## src/rtl/itimer_pkg.sv

```systemverilog
`timescale 1ns/1ps
package itimer_pkg;

  // Register addresses
  localparam int unsigned ADR_CNT_LO = 0;
  localparam int unsigned ADR_CNT_HI = 1;
  localparam int unsigned ADR_LAT_LO = 2;
  localparam int unsigned ADR_LAT_HI = 3;
  localparam int unsigned ADR_CTRL   = 4;
  localparam int unsigned ADR_FLAG   = 5;
  localparam int unsigned ADR_ENA    = 6;

  // Bit positions decoded by software
  localparam int unsigned TMR_BIT    = 6;  // expiry flag / enable / free-run
  localparam int unsigned ANY_BIT    = 7;  // summary bit / set-clear select

  // Strobes from control to datapath
  typedef struct packed {
    logic latchLoWr;
    logic latchHiWr;
    logic start;
  } dpStrobe_t;

endpackage

```

## src/rtl/itimer_datapath.sv

```systemverilog
`timescale 1ns/1ps
module itimer_datapath
  import itimer_pkg::*;
#(
  parameter int DATA_W = 8,
  localparam int CNT_W = 2 * DATA_W
) (
  input  logic              clk,
  input  logic              rstN,
  input  logic              clkEn,
  input  logic              freeRun,
  input  dpStrobe_t         strobe,
  input  logic [DATA_W-1:0] wrData,
  output logic [CNT_W-1:0]  count,
  output logic [CNT_W-1:0]  latch,
  output logic              reloadPend,
  output logic              expire
);

  localparam logic [CNT_W-1:0] CNT_ZERO = '0;
  localparam logic [CNT_W-1:0] CNT_ONES = '1;

  logic [DATA_W-1:0] latchLo, latchHi;
  logic [CNT_W-1:0]  cnt;
  logic              pend;
  logic              tick;

  // A load from the bus suppresses the tick of the same cycle
  assign tick   = clkEn & ~strobe.start;
  assign expire = tick & (cnt == CNT_ZERO);

  always_ff @(posedge clk) begin
    if (!rstN) begin
      latchLo <= '0;
      latchHi <= '0;
    end else begin
      if (strobe.latchLoWr) latchLo <= wrData;
      if (strobe.latchHiWr) latchHi <= wrData;
    end
  end

  // pend marks the all-ones state reached through zero
  always_ff @(posedge clk) begin
    if (!rstN) begin
      cnt  <= '0;
      pend <= 1'b0;
    end else if (strobe.start) begin
      cnt  <= {wrData, latchLo};
      pend <= 1'b0;
    end else if (tick) begin
      if (cnt == CNT_ZERO) begin
        cnt  <= CNT_ONES;
        pend <= 1'b1;
      end else if (pend && freeRun) begin
        cnt  <= {latchHi, latchLo};
        pend <= 1'b0;
      end else begin
        cnt  <= cnt - 1'b1;
        pend <= 1'b0;
      end
    end
  end

  assign count      = cnt;
  assign latch      = {latchHi, latchLo};
  assign reloadPend = pend;

endmodule

```

## src/rtl/itimer_ctrl.sv

```systemverilog
`timescale 1ns/1ps
module itimer_ctrl
  import itimer_pkg::*;
#(
  parameter int DATA_W = 8,
  parameter int ADDR_W = 4,
  localparam int CNT_W = 2 * DATA_W
) (
  input  logic              clk,
  input  logic              rstN,
  input  logic [ADDR_W-1:0] addr,
  input  logic              wrEn,
  input  logic              rdEn,
  input  logic [DATA_W-1:0] wrData,
  input  logic              expire,
  input  logic [CNT_W-1:0]  count,
  input  logic [CNT_W-1:0]  latch,
  output dpStrobe_t         strobe,
  output logic              freeRun,
  output logic              tmrFlag,
  output logic              irq,
  output logic [DATA_W-1:0] rdData
);

  logic [DATA_W-1:0] ctrlReg;
  logic              tmrEn;
  logic              armed;

  logic selCntLo, selCntHi, selLatLo, selLatHi, selCtrl, selFlag, selEna;

  assign selCntLo = (addr == ADDR_W'(ADR_CNT_LO));
  assign selCntHi = (addr == ADDR_W'(ADR_CNT_HI));
  assign selLatLo = (addr == ADDR_W'(ADR_LAT_LO));
  assign selLatHi = (addr == ADDR_W'(ADR_LAT_HI));
  assign selCtrl  = (addr == ADDR_W'(ADR_CTRL));
  assign selFlag  = (addr == ADDR_W'(ADR_FLAG));
  assign selEna   = (addr == ADDR_W'(ADR_ENA));

  // Both low-byte addresses write the latch; the high counter byte also starts
  always_comb begin
    strobe.latchLoWr = wrEn & (selCntLo | selLatLo);
    strobe.latchHiWr = wrEn & (selCntHi | selLatHi);
    strobe.start     = wrEn & selCntHi;
  end

  assign freeRun = ctrlReg[TMR_BIT];

  logic flagSet, flagClr;
  assign flagSet = expire & (freeRun | armed);
  assign flagClr = strobe.start
                 | (rdEn & selCntLo)
                 | (wrEn & selFlag & wrData[TMR_BIT]);

  always_ff @(posedge clk) begin
    if (!rstN) begin
      ctrlReg <= '0;
      tmrFlag <= 1'b0;
      tmrEn   <= 1'b0;
      armed   <= 1'b0;
    end else begin
      if (wrEn && selCtrl) ctrlReg <= wrData;

      // A fresh expiry outranks any clearing access
      if (flagSet)      tmrFlag <= 1'b1;
      else if (flagClr) tmrFlag <= 1'b0;

      if (strobe.start)           armed <= 1'b1;
      else if (expire && !freeRun) armed <= 1'b0;

      if (wrEn && selEna && wrData[TMR_BIT])
        tmrEn <= wrData[ANY_BIT];
    end
  end

  assign irq = tmrFlag & tmrEn;

  always_comb begin
    rdData = '0;
    if (selCntLo) rdData = count[DATA_W-1:0];
    if (selCntHi) rdData = count[CNT_W-1:DATA_W];
    if (selLatLo) rdData = latch[DATA_W-1:0];
    if (selLatHi) rdData = latch[CNT_W-1:DATA_W];
    if (selCtrl)  rdData = ctrlReg;
    if (selFlag) begin
      rdData[TMR_BIT] = tmrFlag;
      rdData[ANY_BIT] = irq;
    end
    if (selEna)   rdData[TMR_BIT] = tmrEn;
  end

endmodule

```

## src/rtl/interval_timer.sv

```systemverilog
`timescale 1ns/1ps
module interval_timer
  import itimer_pkg::*;
#(
  parameter int DATA_W = 8,
  parameter int ADDR_W = 4
) (
  input  logic              clk,
  input  logic              rstN,
  input  logic              clkEn,
  input  logic [ADDR_W-1:0] addr,
  input  logic              wrEn,
  input  logic [DATA_W-1:0] wrData,
  input  logic              rdEn,
  output logic [DATA_W-1:0] rdData,
  output logic              irq
);

  localparam int CNT_W = 2 * DATA_W;

  dpStrobe_t        strobe;
  logic             freeRun;
  logic             tmrFlag;
  logic             expire;
  logic             reloadPend;
  logic [CNT_W-1:0] count;
  logic [CNT_W-1:0] latch;

  itimer_ctrl #(.DATA_W(DATA_W), .ADDR_W(ADDR_W)) u_ctrl (
    .clk     (clk),
    .rstN    (rstN),
    .addr    (addr),
    .wrEn    (wrEn),
    .rdEn    (rdEn),
    .wrData  (wrData),
    .expire  (expire),
    .count   (count),
    .latch   (latch),
    .strobe  (strobe),
    .freeRun (freeRun),
    .tmrFlag (tmrFlag),
    .irq     (irq),
    .rdData  (rdData)
  );

  itimer_datapath #(.DATA_W(DATA_W)) u_dp (
    .clk        (clk),
    .rstN       (rstN),
    .clkEn      (clkEn),
    .freeRun    (freeRun),
    .strobe     (strobe),
    .wrData     (wrData),
    .count      (count),
    .latch      (latch),
    .reloadPend (reloadPend),
    .expire     (expire)
  );

endmodule

```

## config.mk

```make
export PLATFORM = sky130hd
export DESIGN_NAME = interval_timer
export DESIGN_NICKNAME = d
export VERILOG_FILES = /design/src/rtl/itimer_pkg.sv /design/src/rtl/itimer_datapath.sv /design/src/rtl/itimer_ctrl.sv /design/src/rtl/interval_timer.sv
export SDC_FILE = /design/constraint.sdc
export NUM_CORES = 1
export LEC_CHECK = 0
export BUFFER_PORTS_ARGS = -buffer_cell sky130_fd_sc_hd__buf_2
export CAP_MARGIN = 30
export CORE_MARGIN = 5
export CORE_UTILIZATION = 30
export CTS_CLUSTER_SIZE = 12
export DETAILED_ROUTE_END_ITERATION = 8
export SYNTH_ARGS = -nofsm -noshare
export SYNTH_HDL_FRONTEND = slang
export SYNTH_SLANG_ARGS = --single-unit
```

## constraint.sdc

```tcl
create_clock -name clk -period 2.8 [get_ports clk]
set_clock_uncertainty 0.15 [all_clocks]
set_input_delay 0.42 -clock clk [delete_from_list [all_inputs] [get_ports clk]]
set_output_delay 0.42 -clock clk [all_outputs]
set_load 0.1 [all_outputs]
```

Word level (Yosys, flattened, before mapping) --
Index checks and enable logic that the tools add are counted.
Cells by class: reductions and logical operators 12, add/subtract/negate cells 1, equal/unequal tests 6, bitwise operators 17, mux-type cells 16
Operators by type and width (count):
- two-way mux 16 bit | 4
- two-way mux 8 bit | 5
- logical NOT 16 bit | 1
- subtractor 16 x 1 -> 16 bit, second input constant | 1
- == test 4 x 3 -> 1 bit, second input constant | 3
- bitwise AND 1 bit | 10
- == test 4 x 2 -> 1 bit, second input constant | 2
- two-way mux 1 bit | 6
- nonzero test 2 bit | 3
- logical AND 1 bit | 5
- bitwise OR 1 bit | 5
- == test 4 x 1 -> 1 bit, second input constant | 1
- logical NOT 4 bit | 1
- two-way mux 2 bit | 1
- inverter 1 bit | 2
- OR reduction 2 bit | 1
- logical NOT 1 bit | 1
Word-level totals: word-level logic and storage cells 60, input bits 17, flip-flop bits (word level) 44, output and inout bits 9

Longest topological paths before layout --
depth after elaboration 8, gate-level depth with buffers 7, gate-level depth less buffers 7

Modules after synthesis --
From an unflattened synthesis, not the netlist that was laid out.
Unflattened totals: cell total of the unflattened synthesis 354, area total of the unflattened synthesis 2960.3 um^2
Modules (own cells, without submodules):
- itimer_datapath | cells each 244, instances 1, sequential area each 660.6 um^2, area each 2049.5 um^2
- itimer_ctrl | cells each 110, instances 1, sequential area each 220.2 um^2, area each 910.9 um^2

Least setup slack after synthesis --
OpenSTA, ideal clock, no wires.
path kind input port to output port, from in addr[1], to out rdData[0], arrival 3.434 ns, path buffers 2, data required time 2.230 ns, path slack -1.204 ns, stages on the path 6, cell sequence clkbuf_1 buf_1 mux2i_1 nor2_1 a21oi_1 o21ai_0
On the way: cells in the longest elaborated chain, start to end 6, elaborated cells on any way between the ends 10, classes of those cells eq/ne (4); mux (5); reduce/logical (1)
Ends and longest elaborated chain:
- start: declaration | line interval_timer.sv:11 | input logic [ADDR_W-1:0] addr,
- logical NOT 4 bit | line itimer_ctrl.sv:31 | assign selCntLo = (addr == ADDR_W'(ADR_CNT_LO));
- two-way mux 8 bit | line itimer_ctrl.sv:79 | if (selCntLo) rdData = count[DATA_W-1:0];
- two-way mux 8 bit | line itimer_ctrl.sv:80 | if (selCntHi) rdData = count[CNT_W-1:DATA_W];
- two-way mux 8 bit | line itimer_ctrl.sv:81 | if (selLatLo) rdData = latch[DATA_W-1:0];
- two-way mux 8 bit | line itimer_ctrl.sv:82 | if (selLatHi) rdData = latch[CNT_W-1:DATA_W];
- two-way mux 8 bit * | line itimer_ctrl.sv:83 | if (selCtrl) rdData = ctrlReg;
- end: declaration | line interval_timer.sv:15 | output logic [DATA_W-1:0] rdData,
Mark *: on every way between the ends. The rest lies on a longest branch, timed or not.

Final worst setup path --
from reg u_dp.cnt[0], in the netlist u_dp.count[0], to reg u_dp.cnt[15], in the netlist u_dp.count[15]
On the way: cells in the longest elaborated chain, start to end 5, elaborated cells on any way between the ends 6, classes of those cells add/sub (1); mux (4); reduce/logical (1)
Ends and longest elaborated chain:
- start: declaration | line itimer_datapath.sv:24 | logic [CNT_W-1:0] cnt;
- start signal: assignment | line itimer_datapath.sv:48 | cnt <= {wrData, latchLo};
- start signal: assignment | line itimer_datapath.sv:55 | cnt <= {latchHi, latchLo};
- start signal: assignment | line itimer_datapath.sv:58 | cnt <= cnt - 1'b1;
- subtractor 16 x 1 -> 16 bit | line itimer_datapath.sv:58
- two-way mux 16 bit | line itimer_datapath.sv:54 | end else if (pend && freeRun) begin
- two-way mux 16 bit * | line itimer_datapath.sv:51 | if (cnt == CNT_ZERO) begin
- two-way mux 16 bit * | line itimer_datapath.sv:50 | end else if (tick) begin
- two-way mux 16 bit * | line itimer_datapath.sv:47 | end else if (strobe.start) begin
Mark *: on every way between the ends. The rest lies on a longest branch, timed or not. The select of a mux whose other input is x is not followed. A chain may end at the register's enable or synchronous reset.

==> out/results.ini <==
[sta]
max-slew-margin-rel_pct = 55.1
setup_viol = 0
final.setup.tns_ns = 0
tightest_slew_ns = 0.673
clock.fmax_mhz = 416
fin_crit_sh_pct = 85.9
drv_slew = 0
hold_viol_final = 0
grt_setup_unrepaired = no
period_minus_slack_ns = 2.40

[cts]
cts_buffers = 5
clockBufferDepth = 2
cts_tree = yes
clk_pin_slew_ns = 0.08
cts_htree_levels = 2
cts_root_buf = clkbuf_8
postCtsSetupBuffers = 0
clock_sinks = 44
cts_hold_buf = 0
clkLatencyLatePin_ns = 0.30
cts_resized = 0

[worst_setup_path]
critPathKind = reg2reg
worstPathArrival_ns = 2.46
r2r_end = u_dp.count[15]
cp.required_ns = 2.86
r2r_start = u_dp.count[0]
r2r_slack_ns = 0.40
cp_max_fo = 8
end_kind = flip-flop
start_kind = flip-flop
reg2reg_depth = 8

[synthesis]
synth_nets = 376
ys_seq_elements = 44
synth_top_family_by_area = compound AO/OA/AOI/OAI gates
synth-adder-area-share_pct = 0.923
synth_simple_gate_area_share_pct = 25.6
synthFlopType = dfxtp_1
netlist_top_cells_area = dfxtp_1 32%, a21oi_1 10%, nand2_1 7.3%
synth-compound-area-share_pct = 27.8
synth_top_area_share_pct = 32.5
synth-edff-count = 0
synthTopCellsByCount = 55 x a21oi_1, 53 x nand2_1, 44 x dfxtp_1
yosys.area.top_type = dfxtp_1
synthCells = 357
synth_area_mm2 = 0.00271
yosysWarnings = 0
async_flop_share_pct = 0
muxShareOfSynthArea_pct = 5.63
yosysMostFrequentCell = a21oi_1
synth-xor-area-share_pct = 2.58
syn_avg_cell_area_um2 = 7.60
synth.distinct_cells = 53
seq_area_frac_synth_pct = 32.5

[pwr]
p_sw_uw = 1060
totalPowerFinal_uw = 2560
combPwrFrac_pct = 49.0
internal_power_uw = 1500
powerDensity_mw_per_mm2 = 803
peakVddDrop_uv = 295
p_leak_uw = 0.00115
pwr-share-seq_pct = 35.0
power_frac_clock_pct = 16.1
switching_share_pct = 41.3

[floorplanning]
die_area_mm2 = 0.0110
start_util_pct = 31.0
core_area_mm2 = 0.00876
ios = 26
fp.dieH_um = 105
chipWidth_um = 105
rows = 34

[drt]
drtAntennaViolNets = 0
post_drt_wl_per_cell_um = 17.1
vias = 2718
vias_per_cell = 5.59
wl_um = 8310
dr.pass1.iters = 4
drc = 0
dr.first_iter.drc_count = 242

[global_route]
antenna_found_initial = 0
first_global_vias = 2652
grt_pass1_wl_um = 13500
grt_max_degree = 33
grt.total_usage_pct = 14.8
grt_overflow = 0

[cells_and_area]
fin_nets = 396
fin_cells = 486
drive_gt1_share_pct = 18.0
fin_util_pct = 36.3
num_antenna_cells = 0
area_delta_synth_final_pct = 17.4

[placement]
portBuffers = 25
place_congestion = 0.896
dpl.hpwl_um = 6290
place_inst = 478

[outcome]
status = finished, final reports clean

[min_path]
holdPathEnd = u_dp.count[3]
hold_path_class = in2reg
hp-start = rstN
hold_path_depth = 2

[job]
maxCapViolCount = 0

## worst max-delay path: stages, from the launching register on
cell      delay [ns]
dfxtp_1         0.37
inv_1           0.12
ha_1            0.15
or4b_2          0.62
nor4_4          0.27
buf_4           0.24
a21oi_1         0.05
o211a_1         0.15
a211oi_1        0.20
## power by group through the flow
stage	logic, uW	registers (uW)	clock network, uW
2_1_floorplan	998	849	0
3_3_place_gp	1230	901	0
3_5_place_dp	1250	901	0
4_1_cts	1250	888	420
5_1_grt	1380	913	442
6_report	1250	893	411
## cell usage in the layout, fill, tap and decap left out, types with 9 or more instances in the layout
master | netlist | layout
a21oi_1 | 55 | 55
nand2_1 | 53 | 53
dfxtp_1 | 44 | 44
nor2_1 | 23 | 21
buf_2 | 5 | 19
buf_4 | 0 | 15
mux2i_1 | 13 | 13
nand3_1 | 10 | 10
a211oi_1 | 9 | 9
## sequential cells by signal, indices dropped and copies added (netlist names)
signal	flops
u_dp.reloadPend	1
u_dp.latchHi	8
u_dp.latchLo	8
u_ctrl.ctrlReg	8
u_ctrl.tmrFlag	1
u_dp.count	16
u_ctrl.armed	1
u_ctrl.tmrEn	1
## routing by layer
layer,global-route usage [%],wire length [um],vias up
met3,2.28,403,13
met2,25.1,4010,87
met5,0,0,-
met4,4.02,132,0
met1,19.4,3770,1283
li1,-,-,1335
## final cells by class
class                           count  area (um^2)
Tap cell                          108          135
Clock inverter                      2         16.3
Fill cell                         955         5580
Multi-Input combinational cell    278         1720
Timing Repair Buffer               40          328
Sequential cell                    44          881
Clock buffer                        6         72.6
Inverter                            8         30.0
## stage by stage
step           setup WS (ns)  hold slack (ns)  cell area [um^2]
2_1_floorplan         0.0208            0.286              2740
3_3_place_gp           0.433            0.296              3100
3_5_place_dp           0.418            0.299              3100
4_1_cts                0.392            0.241              3180
5_1_grt                0.253            0.253              3180
6_report               0.395            0.248              3180
## worst max-delay path by stage
stage	start	to	slack, ns	cells past startpoint
3_3_place_gp	addr[1]	u_dp.count[10]	0.43	7
4_1_cts	u_dp.count[0]	u_dp.count[11]	0.39	8
2_1_floorplan	u_ctrl.tmrEn	rdData[7]	0.02	4
6_report	u_dp.count[0]	u_dp.count[15]	0.40	8
5_1_grt	u_dp.count[0]	u_dp.count[15]	0.25	8
3_5_place_dp	u_dp.count[0]	u_dp.count[11]	0.42	8
## cells by family after synthesis
kind of cell | count (synthesis)
XOR/XNOR | 8
multiplexers | 14
AO/OA/AOI/OAI | 118
adder cells (fa/ha/maj) | 2
buffers and inverters | 35
flip-flops | 44
AND/OR/NAND/NOR | 136
(Power assumes the default switching activity.)
